`config.mk`:
```
export PLATFORM = sky130hd
export DESIGN_NAME = mbox_regblk
export DESIGN_NICKNAME = d
export VERILOG_FILES = /design/src/rtl/mbox_pkg.sv /design/src/rtl/mbox_rst_sync.sv /design/src/rtl/mbox_cmd_ctrl.sv /design/src/rtl/mbox_wordbuf.sv /design/src/rtl/mbox_size_decode.sv /design/src/rtl/mbox_regblk.sv
export SDC_FILE = /design/constraint.sdc
export NUM_CORES = 1
export LEC_CHECK = 0
export BUFFER_PORTS_ARGS = -buffer_cell sky130_fd_sc_hd__buf_2
export CAP_MARGIN = 10
export CELL_PAD_IN_SITES_DETAIL_PLACEMENT = 1
export CELL_PAD_IN_SITES_GLOBAL_PLACEMENT = 1
export CORE_MARGIN = 2
export CORE_UTILIZATION = 50
export CTS_BUF_LIST = sky130_fd_sc_hd__clkbuf_2
export CTS_CLUSTER_SIZE = 25
export DETAILED_ROUTE_END_ITERATION = 16
export PLACE_DENSITY = 0.93
export SYNTH_ARGS = -nofsm -noshare
export SYNTH_HDL_FRONTEND = slang
export SYNTH_HIERARCHICAL = 1
export SYNTH_SLANG_ARGS = --single-unit
```
`constraint.sdc`:
```
create_clock -name clk -period 24.3 [get_ports clk]
set_input_delay 6.075 -clock clk [delete_from_list [all_inputs] [get_ports clk]]
set_output_delay 6.075 -clock clk [all_outputs]
set_load 0.02 [all_outputs]
```
`src/rtl/mbox_pkg.sv`:
```
package mbox_pkg;
  localparam int unsigned WORD_W = 32;
  localparam int unsigned ADDR_W = 8;

  localparam logic [ADDR_W-1:0] OFS_CMD  = 8'h00;
  localparam logic [ADDR_W-1:0] OFS_STAT = 8'h04;
  localparam logic [ADDR_W-1:0] OFS_SRC  = 8'h08;
  localparam logic [ADDR_W-1:0] OFS_DST  = 8'h0C;
  localparam logic [3:0]        PAGE_WBUF = 4'h8;
  localparam logic [3:0]        PAGE_RBUF = 4'h9;

  typedef struct packed {
    logic [7:0] rsv_hi;
    logic [7:0] size;
    logic [3:0] id;
    logic [2:0] rsv_lo;
    logic       ioc;
    logic [7:0] opcode;
  } cmd_word_t;

  typedef struct packed {
    logic [7:0] rsv_hi;
    logic [7:0] code;
    logic [7:0] initiator;
    logic [3:0] id;
    logic [1:0] rsv_lo;
    logic       err;
    logic       busy;
  } stat_word_t;
endpackage

```
`src/rtl/mbox_rst_sync.sv`:
```
module mbox_rst_sync #(
  parameter int unsigned STAGES = 2
) (
  input  logic clk,
  input  logic rst_n,
  output logic rst_n_sync
);
  logic [STAGES-1:0] chain_q;

  always_ff @(posedge clk or negedge rst_n) begin
    if (!rst_n) chain_q <= '0;
    else        chain_q <= {chain_q[STAGES-2:0], 1'b1};
  end

  assign rst_n_sync = chain_q[STAGES-1];
endmodule

```
`src/rtl/mbox_cmd_ctrl.sv`:
```
module mbox_cmd_ctrl
  import mbox_pkg::*;
(
  input  logic              clk,
  input  logic              rst_n,
  input  logic              cmd_wr,
  input  logic [WORD_W-1:0] cmd_wdata,
  input  logic              done,
  input  logic              done_err,
  input  logic [7:0]        done_code,
  output logic              busy,
  output logic              err,
  output logic [7:0]        err_code,
  output logic [WORD_W-1:0] cmd_word,
  output logic              doorbell,
  output logic              irq,
  output logic              overrun
);
  logic              busy_q, busy_d;
  logic              err_q, err_d;
  logic [7:0]        code_q, code_d;
  logic [WORD_W-1:0] cmd_q, cmd_d;
  logic              bell_q, bell_d;
  logic              irq_q, irq_d;
  logic              ovr_q, ovr_d;
  logic              accept, finish;
  cmd_word_t         cmd_view;

  assign cmd_view = cmd_word_t'(cmd_q);
  assign accept   = cmd_wr && !busy_q;
  assign finish   = done && busy_q;

  always_comb begin
    busy_d = busy_q;
    err_d  = err_q;
    code_d = code_q;
    cmd_d  = cmd_q;
    ovr_d  = ovr_q;
    bell_d = accept;
    irq_d  = finish && cmd_view.ioc;
    if (accept) begin
      busy_d = 1'b1;
      err_d  = 1'b0;
      code_d = '0;
      cmd_d  = cmd_wdata;
    end else if (finish) begin
      busy_d = 1'b0;
      err_d  = done_err;
      code_d = done_code;
    end
    if (cmd_wr && busy_q) ovr_d = 1'b1;
  end

  always_ff @(posedge clk or negedge rst_n) begin
    if (!rst_n) begin
      busy_q <= 1'b0;
      err_q  <= 1'b0;
      code_q <= '0;
      cmd_q  <= '0;
      bell_q <= 1'b0;
      irq_q  <= 1'b0;
      ovr_q  <= 1'b0;
    end else begin
      busy_q <= busy_d;
      err_q  <= err_d;
      code_q <= code_d;
      cmd_q  <= cmd_d;
      bell_q <= bell_d;
      irq_q  <= irq_d;
      ovr_q  <= ovr_d;
    end
  end

  assign busy     = busy_q;
  assign err      = err_q;
  assign err_code = code_q;
  assign cmd_word = cmd_q;
  assign doorbell = bell_q;
  assign irq      = irq_q;
  assign overrun  = ovr_q;
endmodule

```
`src/rtl/mbox_wordbuf.sv`:
```
module mbox_wordbuf #(
  parameter int unsigned WORDS  = 4,
  parameter int unsigned WIDTH  = 32,
  localparam int unsigned IDX_W = (WORDS > 1) ? $clog2(WORDS) : 1
) (
  input  logic             clk,
  input  logic             rst_n,
  input  logic             wr_en,
  input  logic [IDX_W-1:0] wr_idx,
  input  logic [WIDTH-1:0] wr_data,
  input  logic [IDX_W-1:0] rd_idx,
  output logic [WIDTH-1:0] rd_data
);
  logic [WIDTH-1:0] mem_q [WORDS];

  for (genvar w = 0; w < WORDS; w++) begin : g_word
    logic             ld;
    logic [WIDTH-1:0] nxt;
    assign ld  = wr_en && (wr_idx == IDX_W'(w));
    assign nxt = ld ? wr_data : mem_q[w];
    always_ff @(posedge clk or negedge rst_n) begin
      if (!rst_n) mem_q[w] <= '0;
      else        mem_q[w] <= nxt;
    end
  end

  assign rd_data = mem_q[rd_idx];
endmodule

```
`src/rtl/mbox_size_decode.sv`:
```
module mbox_size_decode #(
  parameter int unsigned BYTES  = 16,
  parameter int unsigned SIZE_W = 8
) (
  input  logic [SIZE_W-1:0] size,
  output logic [BYTES-1:0]  valid
);
  for (genvar b = 0; b < BYTES; b++) begin : g_byte
    assign valid[b] = (SIZE_W'(b) < size);
  end
endmodule

```
`src/rtl/mbox_regblk.sv`:
```
module mbox_regblk
  import mbox_pkg::*;
#(
  parameter int unsigned BUF_BYTES = 16,
  parameter logic [7:0]  INIT_ID   = 8'h01,
  localparam int unsigned BUF_WORDS = BUF_BYTES / 4,
  localparam int unsigned IDX_W     = $clog2(BUF_WORDS)
) (
  input  logic              clk,
  input  logic              rst_n,
  input  logic              hst_wr_en,
  input  logic              hst_rd_en,
  input  logic [ADDR_W-1:0] hst_addr,
  input  logic [WORD_W-1:0] hst_wdata,
  output logic [WORD_W-1:0] hst_rdata,
  output logic              host_irq,
  output logic              ctl_doorbell,
  output logic [WORD_W-1:0] ctl_cmd_word,
  output logic [WORD_W-1:0] ctl_src_ptr,
  output logic [WORD_W-1:0] ctl_dst_ptr,
  output logic [BUF_BYTES-1:0] ctl_byte_valid,
  input  logic [IDX_W-1:0]  ctl_wbuf_idx,
  output logic [WORD_W-1:0] ctl_wbuf_rdata,
  input  logic              ctl_rbuf_we,
  input  logic [IDX_W-1:0]  ctl_rbuf_idx,
  input  logic [WORD_W-1:0] ctl_rbuf_wdata,
  input  logic              ctl_done,
  input  logic              ctl_done_err,
  input  logic [7:0]        ctl_done_code,
  output logic              ctl_overrun
);
  logic              rst_n_i;
  logic              cmd_wr, src_wr, dst_wr, wbuf_wr;
  logic              busy, err;
  logic [7:0]        err_code;
  logic [IDX_W-1:0]  hst_idx;
  logic [WORD_W-1:0] src_q, src_d, dst_q, dst_d;
  logic [WORD_W-1:0] rbuf_host_word, wbuf_unused;
  logic [WORD_W-1:0] rd_mux, rdata_q, rdata_d;
  stat_word_t        stat;
  cmd_word_t         cmd_view;

  mbox_rst_sync #(.STAGES(2)) u_rst (
    .clk(clk), .rst_n(rst_n), .rst_n_sync(rst_n_i)
  );

  assign hst_idx = hst_addr[IDX_W+1:2];
  assign cmd_wr  = hst_wr_en && (hst_addr == OFS_CMD);
  assign src_wr  = hst_wr_en && (hst_addr == OFS_SRC);
  assign dst_wr  = hst_wr_en && (hst_addr == OFS_DST);
  assign wbuf_wr = hst_wr_en && (hst_addr[7:4] == PAGE_WBUF);

  mbox_cmd_ctrl u_ctrl (
    .clk(clk), .rst_n(rst_n_i),
    .cmd_wr(cmd_wr), .cmd_wdata(hst_wdata),
    .done(ctl_done), .done_err(ctl_done_err), .done_code(ctl_done_code),
    .busy(busy), .err(err), .err_code(err_code),
    .cmd_word(ctl_cmd_word), .doorbell(ctl_doorbell),
    .irq(host_irq), .overrun(ctl_overrun)
  );

  mbox_wordbuf #(.WORDS(BUF_WORDS), .WIDTH(WORD_W)) u_wbuf (
    .clk(clk), .rst_n(rst_n_i),
    .wr_en(wbuf_wr), .wr_idx(hst_idx), .wr_data(hst_wdata),
    .rd_idx(ctl_wbuf_idx), .rd_data(ctl_wbuf_rdata)
  );

  mbox_wordbuf #(.WORDS(BUF_WORDS), .WIDTH(WORD_W)) u_rbuf (
    .clk(clk), .rst_n(rst_n_i),
    .wr_en(ctl_rbuf_we), .wr_idx(ctl_rbuf_idx), .wr_data(ctl_rbuf_wdata),
    .rd_idx(hst_idx), .rd_data(rbuf_host_word)
  );

  assign cmd_view = cmd_word_t'(ctl_cmd_word);

  mbox_size_decode #(.BYTES(BUF_BYTES), .SIZE_W(8)) u_size (
    .size(cmd_view.size), .valid(ctl_byte_valid)
  );

  assign wbuf_unused = '0;

  always_comb begin
    stat           = '0;
    stat.busy      = busy;
    stat.err       = err;
    stat.id        = cmd_view.id;
    stat.initiator = INIT_ID;
    stat.code      = err_code;
  end

  always_comb begin
    src_d = src_wr ? hst_wdata : src_q;
    dst_d = dst_wr ? hst_wdata : dst_q;
  end

  always_comb begin
    if (hst_addr == OFS_STAT)               rd_mux = WORD_W'(stat);
    else if (hst_addr[7:4] == PAGE_RBUF)    rd_mux = rbuf_host_word;
    else                                    rd_mux = wbuf_unused;
    rdata_d = hst_rd_en ? rd_mux : rdata_q;
  end

  always_ff @(posedge clk or negedge rst_n_i) begin
    if (!rst_n_i) begin
      src_q   <= '0;
      dst_q   <= '0;
      rdata_q <= '0;
    end else begin
      src_q   <= src_d;
      dst_q   <= dst_d;
      rdata_q <= rdata_d;
    end
  end

  assign ctl_src_ptr = src_q;
  assign ctl_dst_ptr = dst_q;
  assign hst_rdata   = rdata_q;
endmodule

```
==> results.json <==
{
  "outcome": "finished, final reports clean",
  "grt_usage_pct": 27.57,
  "wl_per_cell_um": 25.19,
  "synth_top_family_by_area": "multiplexers",
  "cp_slowest_stage_delay_ns": 0.55,
  "cts_tree": "built",
  "route.antenna.remaining_nets": 0,
  "cts_root_buf": "clkbuf_2",
  "place_ws_ns": 10.38,
  "avgSynthCellArea_um2": 16.02,
  "finalWorstSetupSlack_ns": 10.65,
  "cts_sinks": 399,
  "ys_warn_count": 6,
  "post-route-util_pct": 58.91,
  "slowest_stage": "mux4_2",
  "vias": 10920,
  "postCtsSetupBuffers": 0,
  "tightestPinTransition_ns": 1.134,
  "drt-pass1-iter-count": 4,
  "synth_cell_types": 34,
  "synth_top_area_cell": "dfrtp_1",
  "yosys.area_share.xor_xnor_pct": 0,
  "ctsLongestPathBuffers": 3,
  "dieWidth_um": 188.7,
  "initial_core_util_pct": 50.85,
  "maxCapViolCount": 0,
  "ctsResizeCount": 0,
  "power_leakage_uw": 0.009968,
  "synth_area_um2": 17050,
  "grt_pass1_wl_mm": 74.25,
  "peakVddDrop_mv": 0.04446,
  "critPathBufInv": 3,
  "core_region_area_um2": 33530,
  "stdcell_area_um2": 19760,
  "p_per_area_nw_per_um2": 76.93,
  "grt_antenna_before_repair": 12,
  "finClkSkew_ns": 0.07400,
  "yosysSeqAreaShare_pct": 58.56,
  "synth_cells": 1064,
  "rows": 67,
  "io_buffers": 269,
  "drc": 0,
  "synthTopCellsByArea": "dfrtp_1 59%, mux2_2 20%, mux4_2 8.5%",
  "path_cells": "buf_2 -> buf_12 -> mux4_2 -> buf_2",
  "synth_top_area_share_pct": 58.56,
  "fmax_mhz": 73.27,
  "io_pins": 270,
  "gp_congestion": 0.8010,
  "final.setup.tns_ns": 0,
  "synth-simple-area-share_pct": 2.921,
  "layout-drive-gt1-share_pct": 59.82,
  "vias_per_cell": 5.695,
  "fin_crit_sh_pct": 56.16,
  "crit_fanout": 19,
  "syn_nets": 1155,
  "final_nets": 1480,
  "die_h_um": 188.7,
  "synth-seq-cells": 399,
  "critPathKind": "input pin to output pin",
  "wirelength_mm": 48.29,
  "dpl_cell_area_um2": 18760,
  "finalSetupViolations": 0,
  "htree_levels": 3,
  "critPathRequiredTime_ns": 18.22,
  "cpLargestDelayFamily": "buffers and inverters",
  "cp-start-kind": "input pin",
  "total_power_uw": 1520,
  "numCtsBuffers": 102,
  "maxSlewHeadroom_pct": 24.38,
  "rsz0062_at_grt": "false",
  "cpMostUsedCell": "buf_2",
  "clk_pin_slew_ns": 0.12,
  "final_cell_mix": "398 x dfrtp_1, 297 x mux2_2, 269 x buf_2",
  "area_growth_pct": 15.87,
  "grt_pass1_vias": 12410,
  "cp_data_arrival_time_ns": 7.57,
  "first_iter_violations": 655,
  "synthAdderAreaFrac_pct": 0,
  "synth_compound_area_share_pct": 2.202,
  "crit_path_end_kind": "output pin",
  "grt.overflow.total": 0,
  "muxShareOfSynthArea_pct": 33.60,
  "dieArea_um2": 35590,
  "finalMaxSlewViolations": 0,
  "final_hold_viol_count": 0,
  "grt_max_degree": 91,
  "hpwl_mm": 32.14,
  "insertion_delay_ns": 0.99,
  "timing.final.crit_period_ns": 13.65,
  "final_common_cell": "dfrtp_1",
  "hold_path.class": "register to async pin",
  "postCtsHoldBufs": 0
}
-- routing by layer --
layer	global-route usage, %	vias to the layer above	routed length, um
met1	32.43	5778	18630
met2	47.29	410	24700
met5	0	-	27
li1	-	4606	-
met4	13.34	6	2006
met3	7.022	118	2934
-- final timing paths --
path	startpoint	endpoint	slack (ns)	depth (start not counted)
min in group clk	u_rst/chain_q[0]$_DFF_PN0_	u_rst/chain_q[1]$_DFF_PN0_	0.35	0
setup reg to reg	u_rst/chain_q[1]$_DFF_PN0_	u_wbuf/mem_q[50]$_DFFE_PN0P_	21.18	3
hold reg to reg	u_rst/chain_q[1]$_DFF_PN0_	u_wbuf/mem_q[55]$_DFFE_PN0P_	0.24	0
hold / removal	u_rst/chain_q[1]$_DFF_PN0_	u_wbuf/mem_q[55]$_DFFE_PN0P_	0.24	0
max in group asynchronous	rst_n	u_rst/chain_q[1]$_DFF_PN0_	19.27	1
setup / recovery	ctl_wbuf_idx[0]	ctl_wbuf_rdata[17]	10.65	4
-- power breakdown --
part           switching [uW]  internal (uW)
Sequential               59.7            748
Clock                     274            192
Combinational             120            127
Total                     453           1070
-- synthesized netlist by cell type --
master and count:
a21o_1 1, a21oi_1 2, a22o_1 9, a31oi_1 15
and3_1 1, buf_1 7, buf_2 26, buf_4 12
buf_6 7, clkbuf_1 15, conb_1 1, dfrtp_1 399
inv_1 21, mux2_1 5, mux2_2 297, mux2_4 59
mux4_2 64, nand2_1 23, nand3_1 26, nand3b_1 5
nor2_1 5, nor2b_1 15, nor3_1 1, nor3b_1 1
nor3b_2 2, nor4_1 1, nor4_2 1, nor4_4 1
nor4bb_1 1, o21ai_0 37, or3b_2 1, or4_1 1
or4_4 1, or4b_1 1
-- flip-flops by register name, summed over array words and instances, names as in the netlist, 2 cells and up --
| register | flops |
|---|---|
| u_rbuf/mem_q | 128 |
| u_wbuf/mem_q | 128 |
| ctl_dst_ptr | 32 |
| ctl_src_ptr | 32 |
| hst_rdata | 32 |
| u_ctrl/cmd_word | 32 |
| u_ctrl/err_code | 8 |
| u_rst/chain_q | 2 |
-- cells by family (layout without fill, tap and decap cells) --
family	count (synthesis)	count (layout)
AOI/OAI and AO/OA	64	64
buffers and inverters	88	485
DFF	399	399
muxes	425	425
other	1	9
and+or+nand+nor	87	87
-- through the flow --
step	hold slack, ns	cells
4_1_cts	0.3536	1907
3_3_place_gp	0.3368	1731
6_report	0.2419	1917
5_1_grt	0.2829	1915
3_5_place_dp	0.3365	1731
2_1_floorplan	0.3312	1064
-- worst reg2reg max path, cell delays in order, from the launching register on --
cell     delay (ns)
dfrtp_4        0.77
buf_16         0.31
buf_4          0.91
buf_4          1.06
-- layout make-up --
type	instances	area (um^2)
fill	3303	13780
sequential	399	9988
multi-input combinational	577	6660
timing repair buffer	288	1521
clock buffer	146	730.7
tap	448	560.5
clock inverter	30	195.2
inverter	21	78.83
antenna	8	20.02
No activity file was read; power rests on OpenSTA's default activity.
